### config.mk
export PLATFORM = sky130hd
export DESIGN_NAME = sig_freeze_ctrl
export DESIGN_NICKNAME = d
export VERILOG_FILES = /design/src/rtl/sfz_pkg.sv /design/src/rtl/sfz_cond.sv /design/src/rtl/sfz_resume.sv /design/src/rtl/sfz_sigbuf.sv /design/src/rtl/sig_freeze_ctrl.sv
export SDC_FILE = /design/constraint.sdc
export NUM_CORES = 1
export LEC_CHECK = 0
export ABC_AREA = 1
export CELL_PAD_IN_SITES_DETAIL_PLACEMENT = 1
export CELL_PAD_IN_SITES_GLOBAL_PLACEMENT = 1
export CORE_MARGIN = 10
export CORE_UTILIZATION = 30
export CTS_CLUSTER_SIZE = 30
export DETAILED_ROUTE_END_ITERATION = 10
export PLACE_DENSITY = 0.69
export REMOVE_ABC_BUFFERS = 1
export SLEW_MARGIN = 25
export SYNTH_ARGS = -nofsm -noshare
export SYNTH_HDL_FRONTEND = slang
export SYNTH_SLANG_ARGS = --single-unit
export TNS_END_PERCENT = 30
### constraint.sdc
create_clock -name clk -period 2.8 [get_ports clk]
set_clock_uncertainty 0.15 [all_clocks]
set_input_delay 0.28 -clock clk [delete_from_list [all_inputs] [get_ports clk]]
set_output_delay 0.28 -clock clk [all_outputs]
set_load 0.01 [all_outputs]
### src/rtl/sfz_pkg.sv
package sfz_pkg;
   // Resume sequencing states
   typedef enum logic [1:0] {
      SFZ_HOLD = 2'd0,   // frozen or waiting for the opening strobe
      SFZ_SPAN = 2'd1,   // inside the superframe that must complete
      SFZ_RUN  = 2'd2    // updates allowed
   } sfz_state_e;
endpackage

### src/rtl/sfz_cond.sv
module sfz_cond #(
   parameter bit SLIP_GATE  = 1'b1,
   parameter bit REG_STATUS = 1'b1
) (
   input  logic clk,
   input  logic rst_n,
   input  logic force_freeze_i,
   input  logic los_i,
   input  logic lof_i,
   input  logic slip_i,
   input  logic ext_sig_mode_i,
   output logic cond_o,
   output logic status_o
);
   logic slip_term;
   logic status_q;

   generate
      if (SLIP_GATE) begin : g_slip_gated
         assign slip_term = slip_i & ext_sig_mode_i;
      end else begin : g_slip_open
         assign slip_term = slip_i;
      end
   endgenerate

   assign cond_o = force_freeze_i | los_i | lof_i | slip_term;

   always_ff @(posedge clk) begin
      if (!rst_n) status_q <= 1'b0;
      else        status_q <= cond_o;
   end

   generate
      if (REG_STATUS) begin : g_stat_reg
         assign status_o = status_q;
      end else begin : g_stat_comb
         assign status_o = cond_o;
      end
   endgenerate
endmodule

### src/rtl/sfz_resume.sv
module sfz_resume
   import sfz_pkg::*;
(
   input  logic clk,
   input  logic rst_n,
   input  logic cond_i,
   input  logic sf_start_i,
   output logic upd_en_o
);
   sfz_state_e state_q, state_d;

   always_comb begin
      state_d = state_q;
      if (cond_i) begin
         state_d = SFZ_HOLD;
      end else begin
         unique case (state_q)
            SFZ_HOLD: if (sf_start_i) state_d = SFZ_SPAN;
            SFZ_SPAN: if (sf_start_i) state_d = SFZ_RUN;
            SFZ_RUN:  state_d = SFZ_RUN;
            default:  state_d = SFZ_HOLD;
         endcase
      end
   end

   always_ff @(posedge clk) begin
      if (!rst_n) state_q <= SFZ_HOLD;
      else        state_q <= state_d;
   end

   assign upd_en_o = (state_q == SFZ_RUN) & ~cond_i;

   // any freeze source throws the sequencer back to the start
   p_hold_on_cond_r4: assert property (@(posedge clk) disable iff (!rst_n)
      cond_i |=> (state_q == SFZ_HOLD));

   // running state is only entered on a strobe with no freeze active
   p_run_entry_r5: assert property (@(posedge clk) disable iff (!rst_n)
      ((state_q == SFZ_RUN) && ($past(state_q) != SFZ_RUN))
         |-> $past(sf_start_i && !cond_i));
endmodule

### src/rtl/sfz_sigbuf.sv
module sfz_sigbuf #(
   parameter int NUM_CH = 24,
   parameter int SIG_W  = 4,
   localparam int CH_W  = (NUM_CH > 1) ? $clog2(NUM_CH) : 1
) (
   input  logic             clk,
   input  logic             rst_n,
   input  logic             we_i,
   input  logic [CH_W-1:0]  wch_i,
   input  logic [SIG_W-1:0] wdata_i,
   input  logic [CH_W-1:0]  rch_i,
   output logic [SIG_W-1:0] rdata_o
);
   logic [NUM_CH*SIG_W-1:0] mem_flat;

   generate
      for (genvar ch = 0; ch < NUM_CH; ch++) begin : g_ch
         logic [SIG_W-1:0] nib_q;
         always_ff @(posedge clk) begin
            if (!rst_n)                              nib_q <= '0;
            else if (we_i && (wch_i == CH_W'(ch)))   nib_q <= wdata_i;
         end
         assign mem_flat[ch*SIG_W +: SIG_W] = nib_q;
      end
   endgenerate

   always_comb begin
      rdata_o = '0;
      for (int i = 0; i < NUM_CH; i++) begin
         if (rch_i == CH_W'(i)) rdata_o = mem_flat[i*SIG_W +: SIG_W];
      end
   end

   // without a write strobe the whole store is held
   p_store_hold_r4: assert property (@(posedge clk) disable iff (!rst_n)
      !we_i |=> $stable(mem_flat));
endmodule

### src/rtl/sig_freeze_ctrl.sv
module sig_freeze_ctrl #(
   parameter int NUM_CH     = 24,
   parameter int SIG_W      = 4,
   parameter bit SLIP_GATE  = 1'b1,
   parameter bit REG_STATUS = 1'b1,
   localparam int CH_W      = (NUM_CH > 1) ? $clog2(NUM_CH) : 1
) (
   input  logic             clk,
   input  logic             rst_n,
   input  logic             force_freeze_i,
   input  logic             los_i,
   input  logic             lof_i,
   input  logic             slip_i,
   input  logic             ext_sig_mode_i,
   input  logic             sf_start_i,
   input  logic             upd_valid_i,
   input  logic [CH_W-1:0]  upd_ch_i,
   input  logic [SIG_W-1:0] upd_data_i,
   input  logic [CH_W-1:0]  rd_ch_i,
   output logic [SIG_W-1:0] rd_data_o,
   output logic             upd_en_o,
   output logic             freeze_pin_o,
   output logic             freeze_stat_o
);
   initial begin
      assert (NUM_CH >= 1) else $fatal(1, "NUM_CH must be at least 1");
      assert (SIG_W >= 1)  else $fatal(1, "SIG_W must be at least 1");
   end

   logic cond;
   logic status;
   logic en;
   logic ch_ok;
   logic we;

   sfz_cond #(.SLIP_GATE(SLIP_GATE), .REG_STATUS(REG_STATUS)) u_cond (
      .clk            (clk),
      .rst_n          (rst_n),
      .force_freeze_i (force_freeze_i),
      .los_i          (los_i),
      .lof_i          (lof_i),
      .slip_i         (slip_i),
      .ext_sig_mode_i (ext_sig_mode_i),
      .cond_o         (cond),
      .status_o       (status)
   );

   sfz_resume u_resume (
      .clk        (clk),
      .rst_n      (rst_n),
      .cond_i     (cond),
      .sf_start_i (sf_start_i),
      .upd_en_o   (en)
   );

   assign ch_ok = ({1'b0, upd_ch_i} < (CH_W+1)'(NUM_CH));
   assign we    = upd_valid_i & en & ch_ok;

   sfz_sigbuf #(.NUM_CH(NUM_CH), .SIG_W(SIG_W)) u_buf (
      .clk     (clk),
      .rst_n   (rst_n),
      .we_i    (we),
      .wch_i   (upd_ch_i),
      .wdata_i (upd_data_i),
      .rch_i   (rd_ch_i),
      .rdata_o (rd_data_o)
   );

   assign upd_en_o      = en;
   assign freeze_pin_o  = status;
   assign freeze_stat_o = status;

   // a manual freeze blocks writes in the same cycle
   p_force_blocks_r4: assert property (@(posedge clk) disable iff (!rst_n)
      force_freeze_i |-> !upd_en_o);

   generate
      if (REG_STATUS) begin : g_pin_chk
         // alarm sources show on the pin one clock later
         p_pin_follows_r2: assert property (@(posedge clk) disable iff (!rst_n)
            (force_freeze_i | los_i | lof_i) |=> freeze_pin_o);
         if (SLIP_GATE) begin : g_slip_chk
            // slip alone without external mode leaves the pin low
            p_slip_ignored_r3: assert property (@(posedge clk) disable iff (!rst_n)
               (slip_i & !ext_sig_mode_i & !force_freeze_i & !los_i & !lof_i)
                  |=> !freeze_pin_o);
         end
      end
   endgenerate
endmodule

==> impl_metrics.yaml, run 1 <==
outcome:
  run_status: "complete, no violations"
setup_path:
  crit-reg2reg-launch: "u_resume.state_q[0]"
  path_class: "flip-flop to output pin"
  rr_worst_depth: 10
  cp-end-kind: "output pin"
  regToRegEndpoint: "u_buf.g_ch[10].nib_q[3]"
  crit_end: "rd_data_o[2]"
  crit_chain: "nand3_2 > nand3_2 > nor2_1 > nand4_1 > nand2_1 > nand3_1 > nand2_1 > nand4_1 > nor2_1 > nand3_1 > nand2_1 > nand4_1 > nor2_1 > nand3_1 > buf_2"
  cpLargestDelayFamily: "simple AND/OR/NAND/NOR gates"
  crit_cells: 15
  startpoint_type: "flip-flop"
  crit_required_ps: 2370
  crit_buf_inv: 1
  crit_path_start: "u_buf.g_ch[2].nib_q[2]"
  r2r_setup_slack_ps: 590
  crit_fanout: 2
  slowest_delay_ps: 330
  cp_slowest_cell: "dfxtp_1"
  cp.arrival_ps: 2240
layout:
  nets: 742
  design_area_mm2: 0.005657
  diodes: 0
  num-fill-cells: 1830
  post-route-util: 0.3877
  fin_cells: 905
  drive_gt1_frac: 0.1359
  syn_to_final_growth_pct: 26.25
placed_design:
  place_inst: 889
  port_buffers: 29
  routabilityCongestion: 0.8686
  dp_slack_ps: -725.3
  placed_area_mm2: 0.005271
  dp_hpwl_um: 11010
pwr:
  p_comb_frac: 0.074
  p_int_mw: 2.390
  irDropWorstVdd_uv: 296.0
  p_sw_frac: 0.2253
  seq_power_share: 0.457
  clkPwrFrac: 0.469
  power.total_mw: 3.085
  p_leak_nw: 2.168
  powerDensity_mw_per_mm2: 545.4
  power.switching_mw: 0.6952
timing:
  max_freq_ghz: 0.3744
  final-max-slew-violation-count: 0
  fin_ws_ps: 129.2
  hold_slack_ps: 295.2
  period_minus_slack_ps: 2671
  final.setup.tns_ps: 0
  tightest_slew_ps: 806.9
  setup_viol: 0
  hold_viol: 0
  fin_crit_sh: 0.9539
  maxSlewHeadroom: 0.4615
logic_synthesis:
  postSynthAreaPerCell_um2: 6.914
  netlist-cell-type-count: 21
  synth-edff-count: 0
  syn_inst: 648
  synthTopCellsByArea: "dfxtp_1 44%, o21ai_0 12%, a21oi_1 11%, nand2_1 8.3%, inv_1 8.2%"
  async_flop_share: 0
  synth_top_area_share: 0.4423
  netlist_area_mm2: 0.004481
  yosysSeqAreaShare: 0.4423
  ys_ff_latch: 99
  yosys.area.top_type: "dfxtp_1"
  synthTopCellsByCount: "103 x o21ai_0, 102 x a21oi_1, 99 x dfxtp_1, 99 x nand2_1, 98 x inv_1"
  ys_warn_count: 0
  synth.most_common_cell: "o21ai_0"
  synthFlopType: "dfxtp_1"
floorplanning:
  die_area_mm2: 0.02022
  ios: 30
  die_h_um: 142.2
  rows: 44
  die_w_um: 142.2
  core-area_mm2: 0.01459
  start_util: 0.3071
clock_network:
  clkSinkCount: 99
  hold_buffers: 0
  numCtsBuffers: 9
  cts_max_path_buffers: 2
  cts_root_buf: "clkbuf_16"
  clkTransAtPathRegs_ps: 60
  clk_latency_ps: 350
  cts_setup_buffers: 0
  htreeDepth: 3
  cts_tree: "done"
grt:
  busiest_layer: "met2"
  grt.overflow.total: 0
  grt_pass1_vias: 4746
  grt_pass1_wl_um: 24430
  antenna_found_initial: 0
  met2_usage: 0.2531
  grtUsageTotal: 0.1510
  grt_max_degree: 51
  grt_use_met1: 0.1873
  met3_usage: 0.03304
route:
  vias_per_cell: 4.985
  drtIter0Drc: 224
  drc_errors: 0
  first_pass_iters: 4
  post_drt_wl_per_cell_um: 16.77
  ant_nets: 0
  finalWirelength_um: 15180
  vias: 4511
flow_run:
  maxCapViolCount: 0
min_path:
  min_path_type: "flip-flop to flip-flop"
tightest hold or removal path, delay by kind of cell (launching register included):
family / cells / cell delay (ps)
flops: 1 / 310
buf+inv: 1 / 50
compound gates: 1 / 50
timing repair:
action                                  4_1_cts  5_1_grt
endpoints found under the setup margin        4        4
hold endpoints to repair                      0        0
pin swaps                                     3       25
gates resized for setup                      26       38
routing by layer:
| metal | vias up | wire (µm) | share of wire |
|---|---|---|---|
| met5 | - | 0 | 0 |
| met4 | 0 | 223 | 0.015 |
| met3 | 15 | 494 | 0.033 |
| met2 | 51 | 7351 | 0.48 |
| met1 | 2181 | 7109 | 0.47 |
| li1 | 2264 | - | - |
cell usage in the layout, fill, tap and decap left out, types with 2 or more instances in the layout:
cell type	n
clkbuf_2	2
nand3_2	5
nand2_4	2
o21ai_0	103
nor2_4	5
nor2_1	52
clkinv_2	2
bufinv_16	3
dfxtp_1	97
nor3_1	14
ha_1	3
nand2_1	95
buf_6	2
clkdlybuf4s50_1	19
nor2_2	6
inv_1	96
nand4_1	19
buf_2	4
nand3_1	19
dfxtp_2	2
nand2_2	4
a21oi_1	102
clkbuf_16	9
buf_4	44
inv_2	5
final cells by class:
class	count	area, µm²	share of cell area
multi-input combinational	433	2127	0.3760
clock buffer	11	242.7	0.04291
timing repair buffer	72	593.1	0.1048
inverter	101	379.1	0.06702
tap	184	230.2	0.04070
clock inverter	5	100.1	0.01770
sequential	99	1984	0.3508
registers in the layout, summed over array words and instances (netlist names):
signal            count
u_buf.g_ch.nib_q     96
u_cond.status_o       1
u_resume.state_q      2
cells by family after synthesis:
family / after synthesis / synth area share
adder cells (fa/ha/maj): 3 / 0.008378
flip-flops: 99 / 0.4423
AO/OA/AOI/OAI: 207 / 0.2321
buffers and inverters: 116 / 0.09802
AND/OR/NAND/NOR: 223 / 0.2192
power groups by stage:
stage | logic, mW | registers [mW] | clock network, mW
finish | 0.228 | 1.41 | 1.45
global route | 0.248 | 1.41 | 1.53
CTS | 0.225 | 1.41 | 1.48
detailed placement | 0.222 | 1.44 | 0
global placement | 0.218 | 1.44 | 0
floorplan | 0.0744 | 1.44 | 0
worst min-delay path by stage:
stage / depth (start not counted) / slack (ps) / startpoint / end
2_1_floorplan: 2 / 230 / rst_n / u_cond.status_o
3_3_place_gp: 2 / 280 / u_buf.g_ch[21].nib_q[0] / u_buf.g_ch[21].nib_q[0]
6_report: 2 / 300 / u_buf.g_ch[22].nib_q[3] / u_buf.g_ch[22].nib_q[3]
5_1_grt: 2 / 310 / u_buf.g_ch[16].nib_q[1] / u_buf.g_ch[16].nib_q[1]
4_1_cts: 2 / 300 / u_buf.g_ch[16].nib_q[1] / u_buf.g_ch[16].nib_q[1]
3_5_place_dp: 2 / 290 / u_buf.g_ch[22].nib_q[3] / u_buf.g_ch[22].nib_q[3]
Note: power is estimated with default switching activity, not from simulation.
==> inputs of run 2 (changes only) <==
--- a/config.mk
+++ b/config.mk
@@ -10,7 +10,6 @@
 export CELL_PAD_IN_SITES_GLOBAL_PLACEMENT = 1
 export CORE_MARGIN = 10
 export CORE_UTILIZATION = 30
-export CTS_CLUSTER_SIZE = 30
 export DETAILED_ROUTE_END_ITERATION = 10
 export PLACE_DENSITY = 0.69
 export REMOVE_ABC_BUFFERS = 1
==> results of run 2 <==
Same layout as run 1: the final DEF is identical, and so are final timing and power.
==> inputs of run 3 (changes only) <==
--- a/config.mk
+++ b/config.mk
@@ -17,4 +17,3 @@
 export SYNTH_ARGS = -nofsm -noshare
 export SYNTH_HDL_FRONTEND = slang
 export SYNTH_SLANG_ARGS = --single-unit
-export TNS_END_PERCENT = 30
==> impl_metrics.yaml, run 3 (synthesized netlist as in run 1, its figures left out) <==
timing:
  grt_setup_unrepaired: "yes"
  maxSlewHeadroom: 0.4369
  tightest_slew_ps: 843.8
  max_freq_ghz: 0.3771
  final-max-slew-violation-count: 0
  hold_viol: 0
  setup_viol: 0
  fin_crit_sh: 0.9471
  period_minus_slack_ps: 2652
  fin_ws_ps: 148.2
clock_network:
  clkTransAtPathRegs_ps: 60
  clkSinkCount: 99
  cts_max_path_buffers: 2
  hold_buffers: 0
  cts_root_buf: "clkbuf_16"
  htreeDepth: 3
  numCtsBuffers: 9
  clk_latency_ps: 350
  cts_tree: "done"
route:
  ant_nets: 0
  vias_per_cell: 4.994
  drc_errors: 0
  first_pass_iters: 4
  post_drt_wl_per_cell_um: 16.70
  drtIter0Drc: 198
  vias: 4525
  finalWirelength_um: 15130
setup_path:
  crit_required_ps: 2370
  path_class: "input port to output pin"
  rr_worst_depth: 10
  crit_fanout: 5
  cp-end-kind: "output pin"
  startpoint_type: "input port"
  regToRegEndpoint: "u_buf.g_ch[10].nib_q[3]"
  cp.arrival_ps: 2220
  crit-reg2reg-launch: "u_resume.state_q[0]"
  r2r_setup_slack_ps: 590
layout:
  nets: 743
  final_cell_mix: "103 x o21ai_0, 102 x a21oi_1, 99 x dfxtp_1"
  final_common_cell: "o21ai_0"
  largest_reg_flops: 96
  regMostFlops: "u_buf.g_ch.nib_q"
  diodes: 0
  drive_gt1_frac: 0.1274
  syn_to_final_growth_pct: 25.47
grt:
  grt.overflow.total: 0
  grt_max_degree: 51
  antenna_found_initial: 0
  grtUsageTotal: 0.1511
  grt_pass1_vias: 4746
  grt_pass1_wl_um: 24460
pwr:
  seq_power_share: 0.457
  p_comb_frac: 0.073
  power.switching_mw: 0.6935
  p_int_mw: 2.387
  p_leak_nw: 2.157
  p_sw_frac: 0.2251
  clkPwrFrac: 0.470
  irDropWorstVdd_uv: 296.3
  power.total_mw: 3.081
  powerDensity_mw_per_mm2: 548.0
min_path:
  min_path_type: "flip-flop to flip-flop"
  holdPathEnd: "u_buf.g_ch[22].nib_q[3]"
  min-delay-start: "u_buf.g_ch[22].nib_q[3]"
  hold_depth: 2
placed_design:
  dp_slack_ps: -725.3
  dp_hpwl_um: 11010
  routabilityCongestion: 0.8686
  port_buffers: 29
floorplanning:
  core-area_mm2: 0.01459
  die_h_um: 142.2
  die_w_um: 142.2
  ios: 30
  rows: 44
  die_area_mm2: 0.02022
  start_util: 0.3071
outcome:
  run_status: "complete, no violations"
flow_run:
  maxCapViolCount: 0
run 3: worst max path at each step:
stage	cells after the start	to	slack, ps	startpoint
after floorplan	16	rd_data_o[3]	820	rd_ch_i[1]
after global placement	17	rd_data_o[0]	-750	rd_ch_i[3]
after detailed placement	17	rd_data_o[2]	-730	rd_ch_i[3]
after CTS	20	rd_data_o[0]	9	rd_ch_i[0]
after global routing	20	rd_data_o[0]	-20	rd_ch_i[0]
final	20	rd_data_o[0]	150	rd_ch_i[1]
run 3: metal layers:
layer / track usage / wire (µm) / share of wire
met4: 0.04895 / 224 / 0.015
met3: 0.03304 / 494 / 0.033
met5: 0 / 0 / 0
met1: 0.1877 / 7082 / 0.47
met2: 0.2531 / 7328 / 0.48
run 3: power groups by stage:
stage | Sequential [mW] | Combinational [mW] | Clock, mW
after floorplan | 1.44 | 0.0744 | 0
after global placement | 1.44 | 0.218 | 0
after detailed placement | 1.44 | 0.222 | 0
after CTS | 1.41 | 0.223 | 1.48
after global routing | 1.41 | 0.243 | 1.53
final | 1.41 | 0.223 | 1.45
run 3: stage by stage:
stage | TNS, ps | cell area, µm² | instances | hold slack [ps] | utilization
after floorplan | 0 | 4420 | 633 | 227.6 | -
after global placement | -2637 | 5271 | 889 | 280.5 | 0.3613
after detailed placement | -2661 | 5271 | 889 | 287.1 | 0.3613
after CTS | 0 | 5615 | 905 | 297.2 | 0.3849
after global routing | -16.37 | 5622 | 906 | 314.4 | 0.3853
final | 0 | 5622 | 906 | 296.9 | 0.3853
run 3: critical path: stages:
cell and delay (ps):
buf_2 140, inv_1 60, nand2_2 70, nor2_4 60, buf_4 130, nand3_1 60
nand3_1 90, nor2_1 110, nand4_1 120, nand2_1 100, nand4_1 100, nand2_1 110
nand4_1 100, nor2_2 150, nand4_1 120, nand2_1 80, nand3_1 70, nand2_1 80
nand2_1 50, clkbuf_2 120
run 3: layout make-up:
type / count / area, µm²
fill: 1835 / 8967
multi-input combinational: 433 / 2100
sequential: 99 / 1982
timing repair buffer: 73 / 588.1
inverter: 101 / 379.1
clock buffer: 11 / 242.7
tap: 184 / 230.2
clock inverter: 5 / 100.1
run 3: what timing repair did:
action                     4_1_cts  5_1_grt
setup endpoints to repair        4        4
pin swaps                       10       19
resized for setup               38       10
buffers inserted                 0        1
